<file path="config.mk">
export PLATFORM = sky130hd
export DESIGN_NAME = mcast_txq_merge
export DESIGN_NICKNAME = d
export VERILOG_FILES = /design/src/rtl/mcq_pkg.sv /design/src/rtl/mcq_fifo.sv /design/src/rtl/mcq_age_pick.sv /design/src/rtl/mcast_txq_merge.sv
export SDC_FILE = /design/constraint.sdc
export NUM_CORES = 2
export LEC_CHECK = 0
export ABC_CLOCK_PERIOD_IN_PS = 9000
export BUFFER_PORTS_ARGS = -buffer_cell sky130_fd_sc_hd__clkbuf_2
export CORE_UTILIZATION = 34
export CTS_BUF_LIST = sky130_fd_sc_hd__clkbuf_16
export DETAILED_ROUTE_END_ITERATION = 8
export PLACE_DENSITY = 0.61
export SLEW_MARGIN = 30
export SYNTH_ARGS = -nofsm -noshare
export SYNTH_HDL_FRONTEND = slang
export SYNTH_SLANG_ARGS = --single-unit
</file>
<file path="constraint.sdc">
create_clock -name clk -period 9 [get_ports clk]
set_input_delay 1.8 -clock clk [delete_from_list [all_inputs] [get_ports clk]]
set_output_delay 1.8 -clock clk [all_outputs]
set_load 0.02 [all_outputs]
</file>
<file path="src/rtl/mcq_pkg.sv">
// Shared definitions for the multicast transmit queue merger.
package mcq_pkg;
    localparam int PRIO_W    = 3;
    localparam int NUM_CLASS = 1 << PRIO_W;
    localparam int NUM_MCQ   = 2;

    // Which head the merger presents for the scheduled class.
    typedef enum logic [1:0] {
        SRC_NONE = 2'd0,
        SRC_UC   = 2'd1,
        SRC_MC   = 2'd2
    } src_e;
endpackage

</file>
<file path="src/rtl/mcq_fifo.sv">
// Single-clock FIFO with a head that can be read combinationally, plus an
// occupancy count.
// Assumes DEPTH is a power of two. A push while full is ignored, and the top
// gates pushes with its ready signal so this never happens in normal use.
module mcq_fifo #(
    parameter int DEPTH = 32,
    parameter int W     = 16,
    parameter int CNT_W = 7
) (
    input  logic             clk,
    input  logic             rst_n,
    input  logic             push,
    input  logic [W-1:0]     din,
    input  logic             pop,
    output logic [W-1:0]     head,
    output logic             empty,
    output logic             full,
    output logic [CNT_W-1:0] count
);
    localparam int AW = $clog2(DEPTH);
    localparam int CW = $clog2(DEPTH + 1);

    logic [W-1:0]  mem [DEPTH];
    logic [AW-1:0] wr_ptr, rd_ptr;
    logic [CW-1:0] cnt;
    logic          push_ok, pop_ok;

    assign push_ok = push && !full;
    assign pop_ok  = pop && !empty;
    assign empty   = (cnt == '0);
    assign full    = (cnt == CW'(DEPTH));
    assign head    = mem[rd_ptr];
    assign count   = CNT_W'(cnt);

    // Store an accepted entry at the write pointer.
    always_ff @(posedge clk) begin
        if (push_ok) mem[wr_ptr] <= din;
    end

    // Advance the pointers and keep the occupancy count.
    always_ff @(posedge clk) begin
        if (!rst_n) begin
            wr_ptr <= '0;
            rd_ptr <= '0;
            cnt    <= '0;
        end else begin
            if (push_ok) wr_ptr <= wr_ptr + 1'b1;
            if (pop_ok)  rd_ptr <= rd_ptr + 1'b1;
            case ({push_ok, pop_ok})
                2'b10:   cnt <= cnt + 1'b1;
                2'b01:   cnt <= cnt - 1'b1;
                default: cnt <= cnt;
            endcase
        end
    end

    // pushes are gated upstream, so a push never meets a full FIFO.
    a_r3_no_overflow: assert property (@(posedge clk) disable iff (!rst_n)
        push |-> !full);
    // the count never exceeds the depth.
    a_r5_count_bound: assert property (@(posedge clk) disable iff (!rst_n)
        cnt <= CW'(DEPTH));
    // a lone accepted push raises the count by one.
    a_r5_push_step: assert property (@(posedge clk) disable iff (!rst_n)
        (push && !full && !pop) |=> cnt == $past(cnt) + 1'b1);
endmodule

</file>
<file path="src/rtl/mcq_age_pick.sv">
// Chooses between the unicast and multicast heads of one logical queue.
// Ages are compared by modular subtraction on wrapping timestamps. A tie
// favours unicast. A single valid head wins without any comparison.
// clk and rst_n serve only the assertions.
module mcq_age_pick #(
    parameter int TS_W = 8
) (
    input  logic              clk,
    input  logic              rst_n,
    input  logic              uc_v,
    input  logic [TS_W-1:0]   uc_t,
    input  logic              mc_v,
    input  logic [TS_W-1:0]   mc_t,
    output mcq_pkg::src_e     sel
);
    import mcq_pkg::*;

    logic [TS_W-1:0] diff;
    logic            mc_older;

    assign diff     = mc_t - uc_t;
    assign mc_older = diff[TS_W-1];

    // Pick the source from the valid flags and the relative age.
    always_comb begin
        if (uc_v && mc_v)  sel = mc_older ? SRC_MC : SRC_UC;
        else if (uc_v)     sel = SRC_UC;
        else if (mc_v)     sel = SRC_MC;
        else               sel = SRC_NONE;
    end

    // a lone unicast head is chosen.
    a_r8_only_uc: assert property (@(posedge clk) disable iff (!rst_n)
        (uc_v && !mc_v) |-> sel == SRC_UC);
    // a lone multicast head is chosen.
    a_r8_only_mc: assert property (@(posedge clk) disable iff (!rst_n)
        (!uc_v && mc_v) |-> sel == SRC_MC);
    // nothing is chosen when no head is valid.
    a_r8_none: assert property (@(posedge clk) disable iff (!rst_n)
        (!uc_v && !mc_v) |-> sel == SRC_NONE);
    // equal timestamps favour unicast.
    a_r7_tie_uc: assert property (@(posedge clk) disable iff (!rst_n)
        (uc_v && mc_v && uc_t == mc_t) |-> sel == SRC_UC);
endmodule

</file>
<file path="src/rtl/mcast_txq_merge.sv">
// Per-port multicast transmit queues, merged with the unicast heads.
// Queue 1 (high, HI_DEPTH) serves priorities with bit 2 set, and queue 0
// (low, LO_DEPTH) serves the rest. On dequeue, the scheduled class compares
// its unicast head with its multicast FIFO head and presents the older one.
// Assumes both depths are powers of two and that the external unicast list
// advances on uc_pop.
module mcast_txq_merge #(
    parameter int HANDLE_W = 10,
    parameter int TS_W     = 8,
    parameter int HI_DEPTH = 32,
    parameter int LO_DEPTH = 64,
    localparam int HI_CW   = $clog2(HI_DEPTH + 1),
    localparam int LO_CW   = $clog2(LO_DEPTH + 1)
) (
    input  logic                          clk,
    input  logic                          rst_n,
    input  logic                          enq_valid,
    output logic                          enq_ready,
    input  logic [HANDLE_W-1:0]           enq_handle,
    input  logic [TS_W-1:0]               enq_ts,
    input  logic [2:0]                    enq_prio,
    output logic [HI_CW-1:0]              occ_hi,
    output logic [LO_CW-1:0]              occ_lo,
    input  logic [2:0]                    deq_prio,
    input  logic                          deq_req,
    input  logic [7:0]                    uc_valid,
    input  logic [8*HANDLE_W-1:0]         uc_handle,
    input  logic [8*TS_W-1:0]             uc_ts,
    output logic                          out_valid,
    output logic [HANDLE_W-1:0]           out_handle,
    output logic                          out_is_mc,
    output logic                          uc_pop
);
    import mcq_pkg::*;

    localparam int EW    = HANDLE_W + TS_W;
    localparam int MAX_D = (HI_DEPTH > LO_DEPTH) ? HI_DEPTH : LO_DEPTH;
    localparam int CNT_W = $clog2(MAX_D + 1);

    logic [NUM_MCQ-1:0] q_push, q_pop, q_empty, q_full;
    logic [EW-1:0]      q_head [NUM_MCQ];
    logic [CNT_W-1:0]   q_cnt  [NUM_MCQ];
    logic               enq_q, deq_q;
    logic               mc_pop;
    logic               uc_v_sel;
    logic [HANDLE_W-1:0] uc_h_sel, mc_h_sel;
    logic [TS_W-1:0]     uc_t_sel, mc_t_sel;
    src_e               sel;

    // The upper priority bit picks the multicast FIFO on both sides.
    assign enq_q     = enq_prio[2];
    assign deq_q     = deq_prio[2];
    assign enq_ready = !q_full[enq_q];

    // Two FIFOs that differ only in depth.
    for (genvar q = 0; q < NUM_MCQ; q++) begin : g_mcq
        localparam int DEP = (q == 1) ? HI_DEPTH : LO_DEPTH;
        assign q_push[q] = enq_valid && enq_ready && (enq_q == 1'(q));
        assign q_pop[q]  = mc_pop && (deq_q == 1'(q));
        mcq_fifo #(.DEPTH(DEP), .W(EW), .CNT_W(CNT_W)) i_fifo (
            .clk   (clk),
            .rst_n (rst_n),
            .push  (q_push[q]),
            .din   ({enq_handle, enq_ts}),
            .pop   (q_pop[q]),
            .head  (q_head[q]),
            .empty (q_empty[q]),
            .full  (q_full[q]),
            .count (q_cnt[q])
        );
    end

    assign occ_hi = q_cnt[1][HI_CW-1:0];
    assign occ_lo = q_cnt[0][LO_CW-1:0];

    // Gather the two heads that form the scheduled logical queue.
    always_comb begin
        uc_v_sel = uc_valid[deq_prio];
        uc_h_sel = uc_handle[deq_prio*HANDLE_W +: HANDLE_W];
        uc_t_sel = uc_ts[deq_prio*TS_W +: TS_W];
        {mc_h_sel, mc_t_sel} = q_head[deq_q];
    end

    mcq_age_pick #(.TS_W(TS_W)) i_pick (
        .clk   (clk),
        .rst_n (rst_n),
        .uc_v  (uc_v_sel),
        .uc_t  (uc_t_sel),
        .mc_v  (!q_empty[deq_q]),
        .mc_t  (mc_t_sel),
        .sel   (sel)
    );

    // Present the winner and route the removal request to its owner.
    always_comb begin
        out_valid  = (sel != SRC_NONE);
        out_is_mc  = (sel == SRC_MC);
        out_handle = out_is_mc ? mc_h_sel : uc_h_sel;
        uc_pop     = deq_req && (sel == SRC_UC);
        mc_pop     = deq_req && (sel == SRC_MC);
    end

    // an accepted high-priority enqueue with no high pop raises occ_hi.
    a_r1_route_hi: assert property (@(posedge clk) disable iff (!rst_n)
        (q_push[1] && !q_pop[1]) |=> occ_hi == $past(occ_hi) + 1'b1);
    // an accepted low-priority enqueue leaves occ_hi alone when the high FIFO is idle.
    a_r1_route_lo: assert property (@(posedge clk) disable iff (!rst_n)
        (enq_valid && enq_ready && !enq_prio[2] && !q_pop[1]) |=> $stable(occ_hi));
    // the unicast pop only fires for a valid unicast head.
    a_r9_uc_pop_valid: assert property (@(posedge clk) disable iff (!rst_n)
        uc_pop |-> uc_v_sel && !out_is_mc);
endmodule

</file>
# Yosys cells after proc, flatten, opt, wreduce, memory -nomap -nowiden
# Memory sizes are Yosys's and may differ from the RTL's. A register that Yosys moved wholly into a read port is not among the register bits.
# Cells that the tools add are included.
# word_totals
register_bits,35
ramBits,1728
inputBits,180
out_inout_bits,27
elab_cells,82
mem_count,2
# classes
addsub,9
mul,1
order_cmp,4
n_eq_ne,8
shift,2
muxes,24
bitwise_logic,3
n_reduce_logical,23
# memory_table
name,depth,width,rd,rd_ports_with_merged_regs,wr,line_no,source
g_mcq[0].i_fifo.mem,64,18,1,1,1,mcq_fifo.sv:23,logic [W-1:0] mem [DEPTH];
g_mcq[1].i_fifo.mem,32,18,1,1,1,mcq_fifo.sv:23,
# ops
op,count
80-bit by 8-bit variable part select with 10-bit output,1
64-bit by 7-bit variable part select with 8-bit output,1
18-bit two-way mux,3
"6-bit by 1-bit adder with 6-bit output, second input constant",3
7-bit one-hot mux with 2 select lines,1
1-bit logical AND,12
6-bit two-way mux,2
6-bit one-hot mux with 2 select lines,1
"5-bit by 1-bit adder with 5-bit output, second input constant",2
10-bit two-way mux,1
5-bit two-way mux,2
1-bit two-way mux,9
2-bit two-way mux,4
8-bit subtractor,1
"7-bit by 1-bit adder with 7-bit output, second input constant",1
"7-bit equality test, second input constant",1
7-bit logical NOT,1
"7-bit by 1-bit subtractor with 7-bit output, second input constant",1
"2-bit by 1-bit equality test with 1-bit output, second input constant",3
"2-bit equality test, second input constant",3
"6-bit equality test, second input constant",1
1-bit logical NOT,6
6-bit logical NOT,1
"3-bit by 3-bit multiplier with 6-bit output, second input constant",1
other kinds (8),12

# Depth between registers and ports, before layout
# depth
ltp_word,13
mapped_depth,33
ltp_nobuf,27

# By module
# From an unflattened synthesis, not the netlist that was laid out.
# hier_totals
cells_unflattened,3527
area_unflattened_um2,70651.5
# by_module_without_submodules
mod,n_inst,cells_per_inst,area_each_um2,seq_area_each_um2
mcq_fifo at g_mcq[0].i_fifo,1,2132,45623.8,35093.7
mcq_fifo at g_mcq[1].i_fifo,1,1198,23140.9,17717.0
mcast_txq_merge,1,159,1605.3,0.0
mcq_age_pick,1,38,281.5,0.0

# Worst setup path after synthesis
# Ideal clock, no wire load.
# synth_path
path_type,input -> output
from,in deq_prio[0]
to,out out_handle[0]
t_arrival_ps,5946
required_time_ps,7200
setup_slack_ps,1254
path_stages,17
n_path_buf,4
cell_sequence,buf_1 > buf_1 > mux4_2 > mux2i_1 > ha_1 > a21o_1 > a21o_1 > a211o_1 > nand3b_1 > o22a_1 > nor2_1 > mux2i_4 > and2_1 > buf_2 > buf_6 > mux2i_1 > mux2i_1
# synth_between
elab_chain_cells,6
elab_cells_between_ends,12
cone_classes,add/sub (1); mul (1); eq/ne (1); shift (2); mux (6); reduce/logical (1)
# synth_lines
element,line_no,source
start: declaration,mcast_txq_merge.sv:24,"input logic [2:0] deq_prio,"
64-bit by 7-bit variable part select with 8-bit output / 1-bit binary-select mux with 3-bit select (equally long branches),"mcast_txq_merge.sv:80, mcast_txq_merge.sv:78",
8-bit subtractor / 1-bit two-way mux (equally long branches),"mcq_age_pick.sv:21, mcast_txq_merge.sv:78",
2-bit two-way mux (tied with other cells),mcq_age_pick.sv:26,if (uc_v && mc_v) sel = mc_older ? SRC_MC : SRC_UC;
2-bit two-way mux,mcq_age_pick.sv:26,
2-bit equality test,mcast_txq_merge.sv:97,out_is_mc = (sel == SRC_MC);
10-bit two-way mux (*),mcast_txq_merge.sv:98,out_handle = out_is_mc ? mc_h_sel : uc_h_sel;
end: declaration,mcast_txq_merge.sv:30,"output logic [HANDLE_W-1:0] out_handle,"
# Mark *: on every way between the ends. The rest lies on a longest branch, timed or not. The select of a mux whose other input is x is not followed.

==> summary.md <==
| Metric | Value |
|---|---|
| Status | `completed` |
| Cts hold-fix bufs | `0` |
| Vias | `between 30k and 40k` |
| Worst setup EP type | `output port` |
| First-pass DRT Iterations | `5` |
| Tcrit/Tclk final | `0.9642` |
| Internal | `~0.013 W` |
| Worst skew pair latency | `0.82 ns` |
| Syn_area_per_cell | `~23 sq um` |
| WP data required | `a little over 7 ns` |
| Ordered cell list for the critical path | `buf_4 > mux4_2 > mux4_2 > mux4_2 > nand2_1 > o21ai_0 > ha_1 > a21o_1 > a21o_1 > a211o_1 > nand3b_1 > o22ai_2 > nor2_1 > mux2i_4 > and2_2 > buf_12 > mux2i_1 > buf_4 > mux2i_1 > clkbuf_2` |
| DRT Wirelength | `between 150,000 and 200,000 um` |
| Vias per std cell | `5.309` |
| Initial Utilization | `0.3435` |
| Final setup fails | `0` |
| Max_slew headroom | `0.3898` |
| Slew of the pin with the lowest slew margin | `between 0.9 and 1 ns` |
| Max Slew Vio Count | `0` |
| Cell leakage power | `approximately 24 nW` |
| Post-synthesis register bit count | `1,774` |
| Routed Antenna Nets | `0` |
| Clock share of power | `0.404` |
| Commonest non-fill, non-tap cell in the layout | `edfxtp_1` |
| Dominant synthesized flop cell | `edfxtp_1` |
| Placement Setup Slack | `about 1.1 ns` |
| Mapped cell area | `69,790 sq um` |
| Port Buffers | `204` |
| Hold WC Path Type | `reg -> reg` |
| Share of layout cells above drive strength 1 | `0.3727` |
| Buffers plus inverters on the worst setup path | `4` |
| Area Growth Syn to Fin | `15.54%` |
| TritonCTS Buffers | `178` |
| Final worst slack | `approximately 0.32 ns` |
| Row count | `roughly 170` |
| CORE AREA | `around 200,000 sq um` |
| # resized after CTS | `0` |
| CTS clk-pin slew, worst paths | `roughly 0.060 ns` |
| Vias in the first global route | `between 30k and 40k` |
| Max incr delay on CP | `around 0.78 ns` |
| Clk buf depth | `3` |
| Most frequent CP cell | `mux4_2` |
| Post-DR wirelength/cell | `about 28 um` |
| Largest net degree at the start of global routing | `97` |
| Post-route minimum period | `roughly 8.7 ns` |
| Fin cells | `about 6.2k` |
| WHS | `between 0.4 and 0.5 ns` |
| DP HPWL | `around 100,000 um` |
| Layout Skew | `about 0.044 ns` |
| Placed cell count | `5,838` |
| Gate power share | `0.062` |
| Top cell type by total area after synthesis | `edfxtp_1` |
| 1st-iter DRT viols | `roughly 3.3k` |
| Delay-heaviest family, CP | `multiplexers` |
| Top cells by area, synth | `edfxtp_1 (74%), mux4_2 (19%), dfxtp_1 (1.3%), mux2i_1 (0.93%), nor2_1 (0.67%)` |
| Most frequent cells in the layout | `edfxtp_1 (1,728), mux4_2 (587), clkbuf_2 (185)` |
| Maximum vdd drop | `around 0.00016 V` |
| Worst setup SP type | `flip-flop` |
| Top-area cell type share of the netlist area | `0.7435` |
| Global route total overflow | `0` |
| Gr usage total | `0.1690` |
| WS Path Type | `reg -> out` |
| Worst Path Arrival | `around 7 ns` |
| Io pins | `207` |
| Placed Area | `75,070 sq um` |
| Part of the power in registers | `0.533` |
| Global placer's final weighted congestion | `0.8016` |
| Max-Cap Viols | `0` |
| Synth Instances | `2,988` |
| Die Height | `about 460 um` |
| Synth Warn # | `0` |
| RSZ-0062 raised after global routing | `false` |
| Crit path max fanout | `26` |
| Cell area after layout | `roughly 81,000 sq um` |
| CTS H-Tree Depth | `4` |
| Global-route wire length before repair | `248,400 um` |
| Synthesized net count | `around 3.2k` |
| EDFF count, synth | `~1.7k` |
| CTS tree | `done` |
| Postcts setup bufs | `0` |
| Highest Clock Rate | `between 100 and 150 MHz` |
| P_sw | `~0.0037 W` |
| Seq/Total Area, Yosys | `0.7567` |
| Die span in x | `between 400 and 500 um` |
| Die Area | `between 200,000 and 250,000 sq um` |
| Sw frac | `0.2170` |
| Initial antenna violation count | `16` |
| Final nets | `about 3.5k` |
| Root Driver | `clkbuf_16` |
| Crit-path slowest cell | `dfxtp_4` |
| Residual DRC | `0` |
| Fraction of registers with async set/reset | `0` |
| Fin. Hold Viols | `0` |
| Setup_tns | `0 ns` |
| Pwr per Cell Area | `211.9 nW/um^2` |
| CTS sink cnt | `about 1.8k` |
| Unique masters post-synth | `~60` |
-- routing by layer --
layer / global-route usage / up-vias / share of wire
li1: - / 13556 / -
met1: 0.2241 / 18020 / 0.40
met2: 0.2792 / 1080 / 0.50
met3: 0.02856 / 242 / 0.062
met4: 0.06276 / 0 / 0.032
met5: 0 / - / 0
-- power groups by stage --
stage	Clock, W	Combinational, W	Sequential (W)
finish	0.00691	0.00106	0.00911
global route	0.00733	0.00113	0.00911
CTS	0.00703	0.00108	0.00912
detailed placement	0	0.00108	0.00929
global placement	0	0.00106	0.00929
floorplan	0	0.000642	0.00927
-- worst register-to-register path, delay by kind of cell (launching register included) --
family	cells	cell delay [ns]
fa+ha+maj	3	1.03
flops	1	0.78
buf+inv	3	0.62
mux	4	1.93
compound gates	10	2.13
simple gates	6	0.99
xor+xnor	2	0.31
-- sequential cells by signal (all words and copies together) (netlist names), named ones only --
| register | flops |
|---|---|
| g_mcq.i_fifo.rd_ptr | 11 |
| g_mcq.i_fifo.mem | 1728 |
| g_mcq.i_fifo.wr_ptr | 11 |
| g_mcq.i_fifo.count | 7 |
| g_mcq.i_fifo.cnt | 6 |
-- final cells by class --
cell class,instances,area (sq um)
clock buffer,180,4504
sequential,1774,52840
multi-input combinational,1039,16650
antenna,34,85.08
tap,2672,3343
timing repair buffer,343,2267
inverter,10,37.54
fill,17801,122500
clock inverter,145,900.9
-- through the flow --
step,power (W),util
2_1_floorplan,0.009913,-
3_3_place_gp,0.01035,0.3695
3_5_place_dp,0.01037,0.3695
4_1_cts,0.01722,0.3961
5_1_grt,0.01758,0.3969
6_report,0.01709,0.3969
-- cell usage after synthesis (all sizes together) (9+ instances only) --
| cell | instances |
|---|---|
| nand3 | 10 |
| o21ai | 22 |
| xnor2 | 12 |
| nand2 | 47 |
| edfxtp | 1728 |
| inv | 9 |
| dfxtp | 46 |
| a21boi | 13 |
| a21oi | 9 |
| ha | 19 |
| clkbuf | 85 |
| nor2 | 124 |
| and2 | 15 |
| or3 | 11 |
| buf | 80 |
| mux2i | 66 |
| mux4 | 588 |
| mux2 | 14 |
-- cells by family (layout without fill, tap and decap cells) --
kind of cell,after synthesis,after routing,synth area share
AO/OA/AOI/OAI,75,75,0.007602
XOR/XNOR,20,20,0.002510
adder cells (fa/ha/maj),19,19,0.003407
buffers and inverters,175,678,0.01049
flip-flops,1774,1774,0.7567
multiplexers,668,668,0.2017
other,0,34,0
AND/OR/NAND/NOR,257,257,0.01753
-- path summary, 6_finish.rpt --
| check | slack [ns] | depth (start not counted) | to | startpoint |
|---|---|---|---|---|
| setup / recovery | 0.32 | 20 | out_handle[1] | flip-flop |
| hold / removal | 0.49 | 2 | g_mcq[1].i_fifo.rd_ptr[4]$_SDFFE_PN0N_ | g_mcq[1].i_fifo.rd_ptr[4]$_SDFFE_PN0N_ |
| setup reg to reg | 1.17 | 28 | g_mcq[0].i_fifo.count[6]$_SDFFE_PN0P_ | flip-flop |
| hold reg to reg | 0.49 | 2 | g_mcq[1].i_fifo.rd_ptr[4]$_SDFFE_PN0N_ | g_mcq[1].i_fifo.rd_ptr[4]$_SDFFE_PN0N_ |
Note: power is estimated with default switching activity, not from simulation.
